`src/rtl/int_eu_pkg.sv`:
```
package int_eu_pkg;

  localparam int OP_W = 4;

  typedef enum logic [OP_W-1:0] {
    OP_ADD  = 4'd0,
    OP_SUB  = 4'd1,
    OP_CMP  = 4'd2,
    OP_AND  = 4'd3,
    OP_OR   = 4'd4,
    OP_XOR  = 4'd5,
    OP_NOR  = 4'd6,
    OP_SLL  = 4'd7,
    OP_SRL  = 4'd8,
    OP_SRA  = 4'd9,
    OP_ROTL = 4'd10,
    OP_CLZ  = 4'd11,
    OP_MUL  = 4'd12,
    OP_DIV  = 4'd13
  } op_e;

  localparam int SU_N   = 3;
  localparam int SU_ADD = 0;
  localparam int SU_LOG = 1;
  localparam int SU_SHF = 2;

  // compare result bit positions
  localparam int FLG_EQ  = 0;
  localparam int FLG_LTS = 1;
  localparam int FLG_GTS = 2;
  localparam int FLG_LTU = 3;
  localparam int FLG_GTU = 4;

  function automatic logic op_defined(logic [OP_W-1:0] op);
    return op <= OP_DIV;
  endfunction

  function automatic logic is_muldiv(logic [OP_W-1:0] op);
    return (op == OP_MUL) || (op == OP_DIV);
  endfunction

  function automatic logic [SU_N-1:0] op_subunit(logic [OP_W-1:0] op);
    logic [SU_N-1:0] s;
    s = '0;
    case (op)
      OP_ADD, OP_SUB, OP_CMP:          s[SU_ADD] = 1'b1;
      OP_AND, OP_OR, OP_XOR, OP_NOR:   s[SU_LOG] = 1'b1;
      OP_SLL, OP_SRL, OP_SRA, OP_ROTL,
      OP_CLZ:                          s[SU_SHF] = 1'b1;
      default:                         s = '0;
    endcase
    return s;
  endfunction

endpackage

```
`src/rtl/int_eu_station.sv`:
```
module int_eu_station
  import int_eu_pkg::*;
#(
  parameter int XLEN    = 32,
  parameter int TAG_W   = 6,
  parameter int NUM_BUS = 2
) (
  input  logic                     clk_i,
  input  logic                     rst_ni,
  input  logic                     acc_i,
  input  logic [OP_W-1:0]          op_i,
  input  logic [TAG_W-1:0]         dst_i,
  input  logic                     a_rdy_i,
  input  logic [TAG_W-1:0]         a_tag_i,
  input  logic [XLEN-1:0]          a_val_i,
  input  logic                     b_rdy_i,
  input  logic [TAG_W-1:0]         b_tag_i,
  input  logic [XLEN-1:0]          b_val_i,
  input  logic [NUM_BUS-1:0]       snp_valid_i,
  input  logic [NUM_BUS*TAG_W-1:0] snp_tag_i,
  input  logic [NUM_BUS*XLEN-1:0]  snp_val_i,
  output logic                     busy_o,
  output logic                     iss_o,
  output logic [OP_W-1:0]          iss_op_o,
  output logic [TAG_W-1:0]         iss_tag_o,
  output logic [XLEN-1:0]          iss_a_o,
  output logic [XLEN-1:0]          iss_b_o
);

  localparam int N_SRC = 2;
  localparam int N_LK  = 2 * N_SRC;  // dispatch lookups then held lookups

  logic                 busy_q;
  logic [OP_W-1:0]      op_q;
  logic [TAG_W-1:0]     dst_q;
  logic                 rdy_q [N_SRC];
  logic [TAG_W-1:0]     tag_q [N_SRC];
  logic [XLEN-1:0]      val_q [N_SRC];

  logic                 d_rdy [N_SRC];
  logic [TAG_W-1:0]     d_tag [N_SRC];
  logic [XLEN-1:0]      d_val [N_SRC];

  logic [TAG_W-1:0]     lk_tag [N_LK];
  logic [NUM_BUS-1:0]   lk_hits [N_LK];
  logic                 lk_hit [N_LK];
  logic [XLEN-1:0]      lk_val [N_LK];

  assign d_rdy[0] = a_rdy_i;
  assign d_tag[0] = a_tag_i;
  assign d_val[0] = a_val_i;
  assign d_rdy[1] = b_rdy_i;
  assign d_tag[1] = b_tag_i;
  assign d_val[1] = b_val_i;

  for (genvar j = 0; j < N_SRC; j++) begin : g_lk_tag
    assign lk_tag[j]         = d_tag[j];
    assign lk_tag[N_SRC + j] = tag_q[j];
  end

  for (genvar k = 0; k < N_LK; k++) begin : g_lk
    for (genvar i = 0; i < NUM_BUS; i++) begin : g_bus
      assign lk_hits[k][i] = snp_valid_i[i] && (snp_tag_i[i*TAG_W +: TAG_W] == lk_tag[k]);
    end
    assign lk_hit[k] = |lk_hits[k];
    // lowest bus index wins
    always_comb begin
      lk_val[k] = '0;
      for (int i = NUM_BUS - 1; i >= 0; i--) begin
        if (lk_hits[k][i]) lk_val[k] = snp_val_i[i*XLEN +: XLEN];
      end
    end
  end

  assign iss_o = busy_q && rdy_q[0] && rdy_q[1];

  always_ff @(posedge clk_i or negedge rst_ni) begin
    if (!rst_ni) begin
      busy_q <= 1'b0;
      op_q   <= '0;
      dst_q  <= '0;
    end else if (acc_i) begin
      busy_q <= 1'b1;
      op_q   <= op_i;
      dst_q  <= dst_i;
    end else if (iss_o) begin
      busy_q <= 1'b0;
    end
  end

  for (genvar j = 0; j < N_SRC; j++) begin : g_src
    always_ff @(posedge clk_i or negedge rst_ni) begin
      if (!rst_ni) begin
        rdy_q[j] <= 1'b0;
        tag_q[j] <= '0;
        val_q[j] <= '0;
      end else if (acc_i) begin
        rdy_q[j] <= d_rdy[j] || lk_hit[j];
        tag_q[j] <= d_tag[j];
        val_q[j] <= d_rdy[j] ? d_val[j] : lk_val[j];
      end else if (busy_q && !rdy_q[j] && lk_hit[N_SRC + j]) begin
        rdy_q[j] <= 1'b1;
        val_q[j] <= lk_val[N_SRC + j];
      end
    end
  end

  assign busy_o    = busy_q;
  assign iss_op_o  = op_q;
  assign iss_tag_o = dst_q;
  assign iss_a_o   = val_q[0];
  assign iss_b_o   = val_q[1];

endmodule

```
`src/rtl/int_eu_addcmp.sv`:
```
module int_eu_addcmp
  import int_eu_pkg::*;
#(
  parameter int XLEN = 32
) (
  input  logic            en_i,
  input  op_e             op_i,
  input  logic [XLEN-1:0] a_i,
  input  logic [XLEN-1:0] b_i,
  output logic [XLEN-1:0] res_o
);

  always_comb begin
    res_o = '0;
    if (en_i) begin
      case (op_i)
        OP_ADD: res_o = a_i + b_i;
        OP_SUB: res_o = a_i - b_i;
        OP_CMP: begin
          res_o[FLG_EQ]  = (a_i == b_i);
          res_o[FLG_LTS] = ($signed(a_i) < $signed(b_i));
          res_o[FLG_GTS] = ($signed(a_i) > $signed(b_i));
          res_o[FLG_LTU] = (a_i < b_i);
          res_o[FLG_GTU] = (a_i > b_i);
        end
        default: res_o = '0;
      endcase
    end
  end

endmodule

```
`src/rtl/int_eu_logic.sv`:
```
module int_eu_logic
  import int_eu_pkg::*;
#(
  parameter int XLEN = 32
) (
  input  logic            en_i,
  input  op_e             op_i,
  input  logic [XLEN-1:0] a_i,
  input  logic [XLEN-1:0] b_i,
  output logic [XLEN-1:0] res_o
);

  always_comb begin
    res_o = '0;
    if (en_i) begin
      case (op_i)
        OP_AND:  res_o = a_i & b_i;
        OP_OR:   res_o = a_i | b_i;
        OP_XOR:  res_o = a_i ^ b_i;
        OP_NOR:  res_o = ~(a_i | b_i);
        default: res_o = '0;
      endcase
    end
  end

endmodule

```
`src/rtl/int_eu_shift.sv`:
```
module int_eu_shift
  import int_eu_pkg::*;
#(
  parameter int XLEN = 32
) (
  input  logic            en_i,
  input  op_e             op_i,
  input  logic [XLEN-1:0] a_i,
  input  logic [XLEN-1:0] b_i,
  output logic [XLEN-1:0] res_o
);

  localparam int SH_W  = $clog2(XLEN);
  localparam int CNT_W = $clog2(XLEN + 1);

  logic [SH_W-1:0]   sh;
  logic [2*XLEN-1:0] rot_w;
  logic [CNT_W-1:0]  clz;
  logic              unused_b;

  assign sh       = b_i[SH_W-1:0];
  assign unused_b = ^b_i[XLEN-1:SH_W];
  assign rot_w    = {a_i, a_i} << sh;

  always_comb begin
    clz = CNT_W'(XLEN);
    for (int i = 0; i < XLEN; i++) begin
      if (a_i[i]) clz = CNT_W'(XLEN - 1 - i);
    end
  end

  always_comb begin
    res_o = '0;
    if (en_i) begin
      case (op_i)
        OP_SLL:  res_o = a_i << sh;
        OP_SRL:  res_o = a_i >> sh;
        OP_SRA:  res_o = $unsigned($signed(a_i) >>> sh);
        OP_ROTL: res_o = rot_w[2*XLEN-1:XLEN];
        OP_CLZ:  res_o = {{(XLEN-CNT_W){1'b0}}, clz};
        default: res_o = '0;
      endcase
    end
  end

endmodule

```
`src/rtl/int_exec_unit.sv`:
```
module int_exec_unit
  import int_eu_pkg::*;
#(
  parameter int XLEN       = 32,
  parameter int TAG_W      = 6,
  parameter int NUM_BUS    = 2,
  parameter int HAS_MULDIV = 1
) (
  input  logic                     clk_i,
  input  logic                     rst_ni,
  input  logic                     disp_valid_i,
  output logic                     disp_ready_o,
  input  logic [3:0]               disp_op_i,
  input  logic [TAG_W-1:0]         disp_dst_i,
  input  logic                     disp_a_rdy_i,
  input  logic [TAG_W-1:0]         disp_a_tag_i,
  input  logic [XLEN-1:0]          disp_a_val_i,
  input  logic                     disp_b_rdy_i,
  input  logic [TAG_W-1:0]         disp_b_tag_i,
  input  logic [XLEN-1:0]          disp_b_val_i,
  input  logic [NUM_BUS-1:0]       snp_valid_i,
  input  logic [NUM_BUS*TAG_W-1:0] snp_tag_i,
  input  logic [NUM_BUS*XLEN-1:0]  snp_val_i,
  output logic                     res_valid_o,
  output logic [TAG_W-1:0]         res_tag_o,
  output logic [XLEN-1:0]          res_val_o,
  output logic                     md_valid_o,
  output logic                     md_div_o,
  output logic [TAG_W-1:0]         md_tag_o,
  output logic [XLEN-1:0]          md_a_o,
  output logic [XLEN-1:0]          md_b_o,
  output logic                     illegal_o
);

  logic             busy, offer, legal, acc;
  logic             iss;
  logic [OP_W-1:0]  iss_op;
  logic [TAG_W-1:0] iss_tag;
  logic [XLEN-1:0]  iss_a, iss_b;
  logic [SU_N-1:0]  sub_sel;
  logic [XLEN-1:0]  sub_res [SU_N];
  logic [XLEN-1:0]  exe_res;
  op_e              exe_op;

  assign legal = op_defined(disp_op_i) && ((HAS_MULDIV != 0) || !is_muldiv(disp_op_i));
  assign offer = disp_valid_i && !busy;
  assign acc   = offer && legal;

  int_eu_station #(
    .XLEN(XLEN), .TAG_W(TAG_W), .NUM_BUS(NUM_BUS)
  ) u_stn (
    .clk_i       (clk_i),
    .rst_ni      (rst_ni),
    .acc_i       (acc),
    .op_i        (disp_op_i),
    .dst_i       (disp_dst_i),
    .a_rdy_i     (disp_a_rdy_i),
    .a_tag_i     (disp_a_tag_i),
    .a_val_i     (disp_a_val_i),
    .b_rdy_i     (disp_b_rdy_i),
    .b_tag_i     (disp_b_tag_i),
    .b_val_i     (disp_b_val_i),
    .snp_valid_i (snp_valid_i),
    .snp_tag_i   (snp_tag_i),
    .snp_val_i   (snp_val_i),
    .busy_o      (busy),
    .iss_o       (iss),
    .iss_op_o    (iss_op),
    .iss_tag_o   (iss_tag),
    .iss_a_o     (iss_a),
    .iss_b_o     (iss_b)
  );

  assign exe_op  = op_e'(iss_op);
  assign sub_sel = iss ? op_subunit(iss_op) : '0;

  int_eu_addcmp #(.XLEN(XLEN)) u_add (
    .en_i(sub_sel[SU_ADD]), .op_i(exe_op), .a_i(iss_a), .b_i(iss_b), .res_o(sub_res[SU_ADD])
  );
  int_eu_logic #(.XLEN(XLEN)) u_log (
    .en_i(sub_sel[SU_LOG]), .op_i(exe_op), .a_i(iss_a), .b_i(iss_b), .res_o(sub_res[SU_LOG])
  );
  int_eu_shift #(.XLEN(XLEN)) u_shf (
    .en_i(sub_sel[SU_SHF]), .op_i(exe_op), .a_i(iss_a), .b_i(iss_b), .res_o(sub_res[SU_SHF])
  );

  // disabled subunits drive zero
  always_comb begin
    exe_res = '0;
    for (int s = 0; s < SU_N; s++) exe_res |= sub_res[s];
  end

  always_ff @(posedge clk_i or negedge rst_ni) begin
    if (!rst_ni) begin
      res_valid_o <= 1'b0;
      res_tag_o   <= '0;
      res_val_o   <= '0;
      md_valid_o  <= 1'b0;
      md_div_o    <= 1'b0;
      md_tag_o    <= '0;
      md_a_o      <= '0;
      md_b_o      <= '0;
      illegal_o   <= 1'b0;
    end else begin
      res_valid_o <= iss && !is_muldiv(iss_op);
      md_valid_o  <= iss && is_muldiv(iss_op);
      illegal_o   <= offer && !legal;
      if (iss) begin
        res_tag_o <= iss_tag;
        res_val_o <= exe_res;
        md_div_o  <= (iss_op == OP_DIV);
        md_tag_o  <= iss_tag;
        md_a_o    <= iss_a;
        md_b_o    <= iss_b;
      end
    end
  end

  assign disp_ready_o = !busy;

endmodule

```
`config.mk`:
```
export PLATFORM = sky130hd
export DESIGN_NAME = int_exec_unit
export DESIGN_NICKNAME = d
export VERILOG_FILES = /design/src/rtl/int_eu_pkg.sv /design/src/rtl/int_eu_station.sv /design/src/rtl/int_eu_addcmp.sv /design/src/rtl/int_eu_logic.sv /design/src/rtl/int_eu_shift.sv /design/src/rtl/int_exec_unit.sv
export SDC_FILE = /design/constraint.sdc
export NUM_CORES = 1
export LEC_CHECK = 0
export ABC_AREA = 1
export BUFFER_PORTS_ARGS = -buffer_cell sky130_fd_sc_hd__clkbuf_2
export CELL_PAD_IN_SITES_DETAIL_PLACEMENT = 1
export CELL_PAD_IN_SITES_GLOBAL_PLACEMENT = 2
export CORE_MARGIN = 5
export CORE_UTILIZATION = 30
export DETAILED_ROUTE_END_ITERATION = 12
export PLACE_DENSITY = 0.83
export SLEW_MARGIN = 20
export SYNTH_ARGS = -nofsm -noshare
export SYNTH_HDL_FRONTEND = slang
export SYNTH_HIERARCHICAL = 1
export SYNTH_SLANG_ARGS = --single-unit
```
`constraint.sdc`:
```
create_clock -name clk_i -period 2.6 [get_ports clk_i]
set_input_delay 0.26 -clock clk_i [delete_from_list [all_inputs] [get_ports clk_i]]
set_output_delay 0.26 -clock clk_i [all_outputs]
set_load 0.05 [all_outputs]
```
# [Word-level counts from Yosys, hierarchy flattened]
# Cells that the tools add are included.
[classes] add_sub_neg=2 order_cmp=5 n_eq_ne=22 n_shift=4 mux=63 bitwise=6 reduce_logical=38
[ops] cell="$mux W32" n=17
[ops] cell="$mux W6" n=32
[ops] cell="$pmux W32 S5" n=1
[ops] cell="$pmux W32 S4" n=1
[ops] cell="$or A32 B32 Y32" n=3
[ops] cell="$gt A32 B32 Y1" n=2
[ops] cell="$lt A32 B32 Y1" n=2
[ops] cell="$shl A64 B5 Y64" n=1
[ops] cell="$pmux W27 S2" n=1
[ops] cell="$eq A6 B6 Y1" n=8
[ops] cell="$add A32 B32 Y32" n=1
[ops] cell="$and A32 B32 Y32" n=1
[ops] cell="$eq A32 B32 Y1" n=1
[ops] cell="$not A32 Y32" n=1
[ops] cell="$shl A32 B5 Y32" n=1
[ops] cell="$shr A32 B5 Y32" n=1
[ops] cell="$sshr A32 B5 Y32" n=1
[ops] cell="$sub A32 B32 Y32" n=1
[ops] cell="$xor A32 B32 Y32" n=1
[ops] cell="$eq A4 B4 Y1 const B" n=6
[ops] cell="$logic_and A1 B1 Y1" n=19
[ops] cell="$eq A4 B3 Y1 const B" n=4
[ops] cell="$pmux W5 S3" n=1
[ops] cell="$mux W1" n=9
[ops] cell="12 further kinds" n=24
[totals] reg_bits=195 inputBits=169 output_inout_bits=113 elab_cells=157

# [Depth between registers and ports, before layout]
[depth] word_depth=35 depth_mapped=35 mapped_depth_nobuf=35

# [By module]
# Netlist, hierarchy kept.
[by_module_without_submodules] module="int_eu_station" instances=1 cells_each=1365 area_per_inst_um2=7758.7 seq_area_each_um2=2227.1
[by_module_without_submodules] module="int_eu_addcmp" instances=1 cells_each=1183 area_per_inst_um2=5730.5 seq_area_each_um2=0.0
[by_module_without_submodules] module="int_eu_shift" instances=1 cells_each=954 area_per_inst_um2=4401.7 seq_area_each_um2=0.0
[by_module_without_submodules] module="int_exec_unit" instances=1 cells_each=501 area_per_inst_um2=4294.1 seq_area_each_um2=2652.5
[by_module_without_submodules] module="int_eu_logic" instances=1 cells_each=455 area_per_inst_um2=2488.6 seq_area_each_um2=0.0

# [Worst setup path after synthesis]
# Ideal clock, no wire load.
[synth_path] kind="register -> register" start="register u_stn.busy_q (netlist: u_stn/busy_o)" end="register res_val_o[17]" setup_time_ns=0.077 arrival_time_ns=2.229 required_ns=2.523 slack_ns=0.293 stages_incl_launch_ff=14 path_buffers=3 synth_period_minus_slack_ns=2.307 path_cell_list="dfrtp_1 -> inv_1 -> nor3_1 -> buf_4 -> buf_2 -> nand2_1 -> a21oi_1 -> inv_1 -> a21oi_1 -> inv_2 -> clkbuf_1 -> a21oi_1 -> nor2_1 -> a21oi_1"
[synth_rtl] element="start: declaration" line_no="int_eu_station.sv:33" rtl="logic busy_q;"
[synth_rtl] element="start signal: assignment" line_no="int_eu_station.sv:79" rtl="busy_q <= 1'b0;"
[synth_rtl] element="start signal: assignment" line_no="int_eu_station.sv:83" rtl="busy_q <= 1'b1;"
[synth_rtl] element="start signal: assignment" line_no="int_eu_station.sv:87" rtl="busy_q <= 1'b0;"
[synth_rtl] element="end signal: assignment" line_no="int_exec_unit.sv:110" rtl="res_val_o <= exe_res;"
[synth_rtl] element="end: declaration" line_no="int_exec_unit.sv:26" rtl="output logic [XLEN-1:0] res_val_o,"

==> results.json <==
{
  "synthFlopType": "dfrtp_1",
  "synth_area_um2": 24700,
  "vdd_ir_drop_max_uv": 797,
  "nets": 5411,
  "yosysMostFrequentCell": "nand2_1",
  "netlist_top_cells_count": "nand2_1 (1,617), inv_1 (577), nand3_1 (456)",
  "synthTopCellsByArea": "nand2_1 (25%), dfrtp_1 (20%), nand3_1 (9.2%)",
  "drtIter0Drc": 3304,
  "clockBufferDepth": 2,
  "syn_to_final_growth_pct": 34.8,
  "skew_ns": 0.0173,
  "first_pass_iters": 6,
  "slew_violations": 0,
  "seq_area_frac_synth": 0.198,
  "slowest_stage": "dfrtp_2",
  "io_pins": 282,
  "vias": 33300,
  "clock_sinks": 195,
  "routed_wl_um": 148000,
  "avgSynthCellArea_um2": 5.53,
  "timing.critical_path.max_delay_family": "simple AND/OR/NAND/NOR gates",
  "final.setup.worst_slack_ns": -0.0789,
  "ys_warn_count": 6,
  "min_period_ns": 2.68,
  "ant_nets": 0,
  "detail_route.vias_per_cell": 5.37,
  "cts.clk_slew.worst_paths_ns": 0.09,
  "grt_max_degree": 106,
  "die_h_um": 297,
  "worstPathMaxFanout": 15,
  "cp.required_ns": 3.05,
  "leakagePower_nw": 18.3,
  "grt.total_usage": 0.316,
  "htreeDepth": 4,
  "cts_inserted_buffers": 17,
  "synth_seq_cells": 195,
  "yosysTopAreaCellShare": 0.246,
  "clockRootBuffer": "clkbuf_16",
  "worst_slew_pin_slew_ns": 0.903,
  "end_kind": "flip-flop",
  "grt_pass1_wl_um": 212000,
  "dp.cells": 6113,
  "synth_edf_count": 0,
  "hold_viol_final": 0,
  "layout-drive-gt1-share": 0.257,
  "p_total_mw": 49.6,
  "grt-ovfl-total": 0,
  "worstSkewPairLatency_ns": 0.51,
  "io_buffers": 281,
  "cpPeakStageDelay_ns": 0.47,
  "fin_cells": 6197,
  "max_freq_mhz": 373,
  "ys_types": 62,
  "setup_tns_ns": -0.620,
  "placement_rows": 105,
  "antenna_found_initial": 3,
  "syn_inst": 4458,
  "slew_headroom": 0.398,
  "cp.buffers_inverters": 4,
  "hold_class": "in2reg",
  "powerDensity_nw_per_um2": 1490,
  "die_area_um2": 88100,
  "synthArstFlopShare": 1.00,
  "period_share": 1.03,
  "violations": "setup timing",
  "rsz0062_at_grt": "true",
  "cts_tree": "built",
  "finalSetupViolCount": 16,
  "startpoint_type": "flip-flop",
  "synth_nets": 4756,
  "die_w_um": 297,
  "grt_pass1_vias": 32300,
  "drc_errors": 0,
  "crit_arrival_ns": 3.13,
  "place_congestion": 0.999,
  "crit_type": "reg2reg",
  "wl_per_cell_um": 23.8,
  "hpwl_um": 117000,
  "synth_top_area_cell": "nand2_1",
  "start_util": 0.301,
  "status": "finished, violations left",
  "worstPathCellList": "buf_12, inv_8, bufbuf_16, a21oi_1, nand2_1, nand2_1, o21ai_2, nand2_1, o22ai_1, buf_4, nor3_1, nor2_1, nor2_1, nor2_1, nor2_2, a21oi_2",
  "drv_cap": 0,
  "coreArea_um2": 81800
}
==> placed cells by master, fill, tap and decap left out, types with 11 or more instances in the layout <==
cell type and count:
ha_4 18, clkbuf_2 280, nand2_1 1571, ha_1 97, a21oi_1 242, nor2_4 17, dlygate4sd3_1 15, buf_4 509
o21ai_2 56, inv_2 51, nor2_1 358, mux2i_1 11, o21ai_1 76, nor3_1 22, nor2_2 58, ha_2 12
clkbuf_16 20, a21oi_2 58, inv_1 560, or2_2 18, o211ai_1 12, nand3_1 448, nand4_1 46, o21ai_0 85
dfrtp_1 185, nand2_2 56, buf_6 16, buf_12 40
==> cell families (layout without fill, tap and decap cells) <==
logic type / Yosys count / after routing / synth area share
AOI/OAI and AO/OA: 614 / 614 / 0.134
xor gates and xnor gates: 6 / 6 / 0.00213
adders and majority gates: 129 / 129 / 0.0660
buffers and inverters: 852 / 1519 / 0.146
DFF: 195 / 195 / 0.198
muxes: 18 / 18 / 0.00730
other: 0 / 2 / 0
and+or+nand+nor: 2644 / 2644 / 0.447
==> where the power goes <==
group	internal [mW]	total [mW]	switching, mW
logic	14.3	40.9	26.6
registers	4.40	5.78	1.39
clock network	1.31	2.94	1.63
==> worst paths after layout <==
path,from,end,slack [ns],cells after the start
setup / recovery,u_stn/iss_b_o[0],res_val_o[26],-0.08,16
min in group asynchronous,rst_ni,u_stn/lk_tag[0],0.24,2
hold / removal,disp_b_tag_i[4],u_stn/lk_tag[4],0.04,3
setup reg to reg,u_stn/iss_b_o[0],res_val_o[26],-0.08,16
max in group asynchronous,rst_ni,u_stn/iss_a_o[25],1.49,3
hold reg to reg,md_a_o[23],md_a_o[23],0.48,2
==> metrics by stage <==
step                hold WS, ns  utilization  instance area [µm²]  setup WS, ns
finish                   0.0425        0.406                33300       -0.0789
global placement          0.186        0.375                30700        -0.336
floorplan               -0.0356            -                24700         0.293
detailed placement        0.186        0.375                30700        -0.374
CTS                     0.00463        0.390                31900       -0.0349
global route             0.0242        0.406                33300        -0.225
==> layout make-up <==
class,count,area [µm²]
fillers,11100,48600
clock inverters,14,173
repair buffers,866,6490
flip-flops and latches,195,4890
inverters,622,2360
well taps,1070,1340
multi-input cells,3411,17600
clock buffers,17,425
diodes,2,5.00
==> registers in the layout, indices dropped and copies added (netlist names) <==
signal and flops:
illegal_o 1, md_a_o 32, md_b_o 32, md_div_o 1
md_tag_o 6, md_valid_o 1, res_val_o 32, res_valid_o 1
u_stn/busy_o 1, u_stn/iss_a_o 32, u_stn/iss_b_o 32, u_stn/iss_op_o 4
u_stn/iss_tag_o 6, u_stn/lk_tag 12, u_stn/rdy_q 2
==> metal layers <==
layer | share of wire | GRT usage | up-vias | wire [µm]
li1 | - | - | 15300 | -
met1 | 0.45 | 0.446 | 16200 | 65800
met2 | 0.43 | 0.489 | 1491 | 64200
met3 | 0.083 | 0.0573 | 210 | 12200
met4 | 0.037 | 0.106 | 2 | 5390
met5 | 0.00014 | 0 | - | 20
==> worst min-delay path: stages <==
cell and delay (ns):
clkbuf_2 0.12, nand2_1 0.06, o21ai_0 0.07
==> repair_timing <==
item                                    4_1_cts  5_1_grt
resized for setup                           124      305
pin swaps                                     8       71
hold buffers                                 15        0
endpoints found under the setup margin       31       33
endpoints found under the hold margin        52        0
cloned                                        1        4
buffers inserted                             12       24
(Power assumes the default switching activity.)
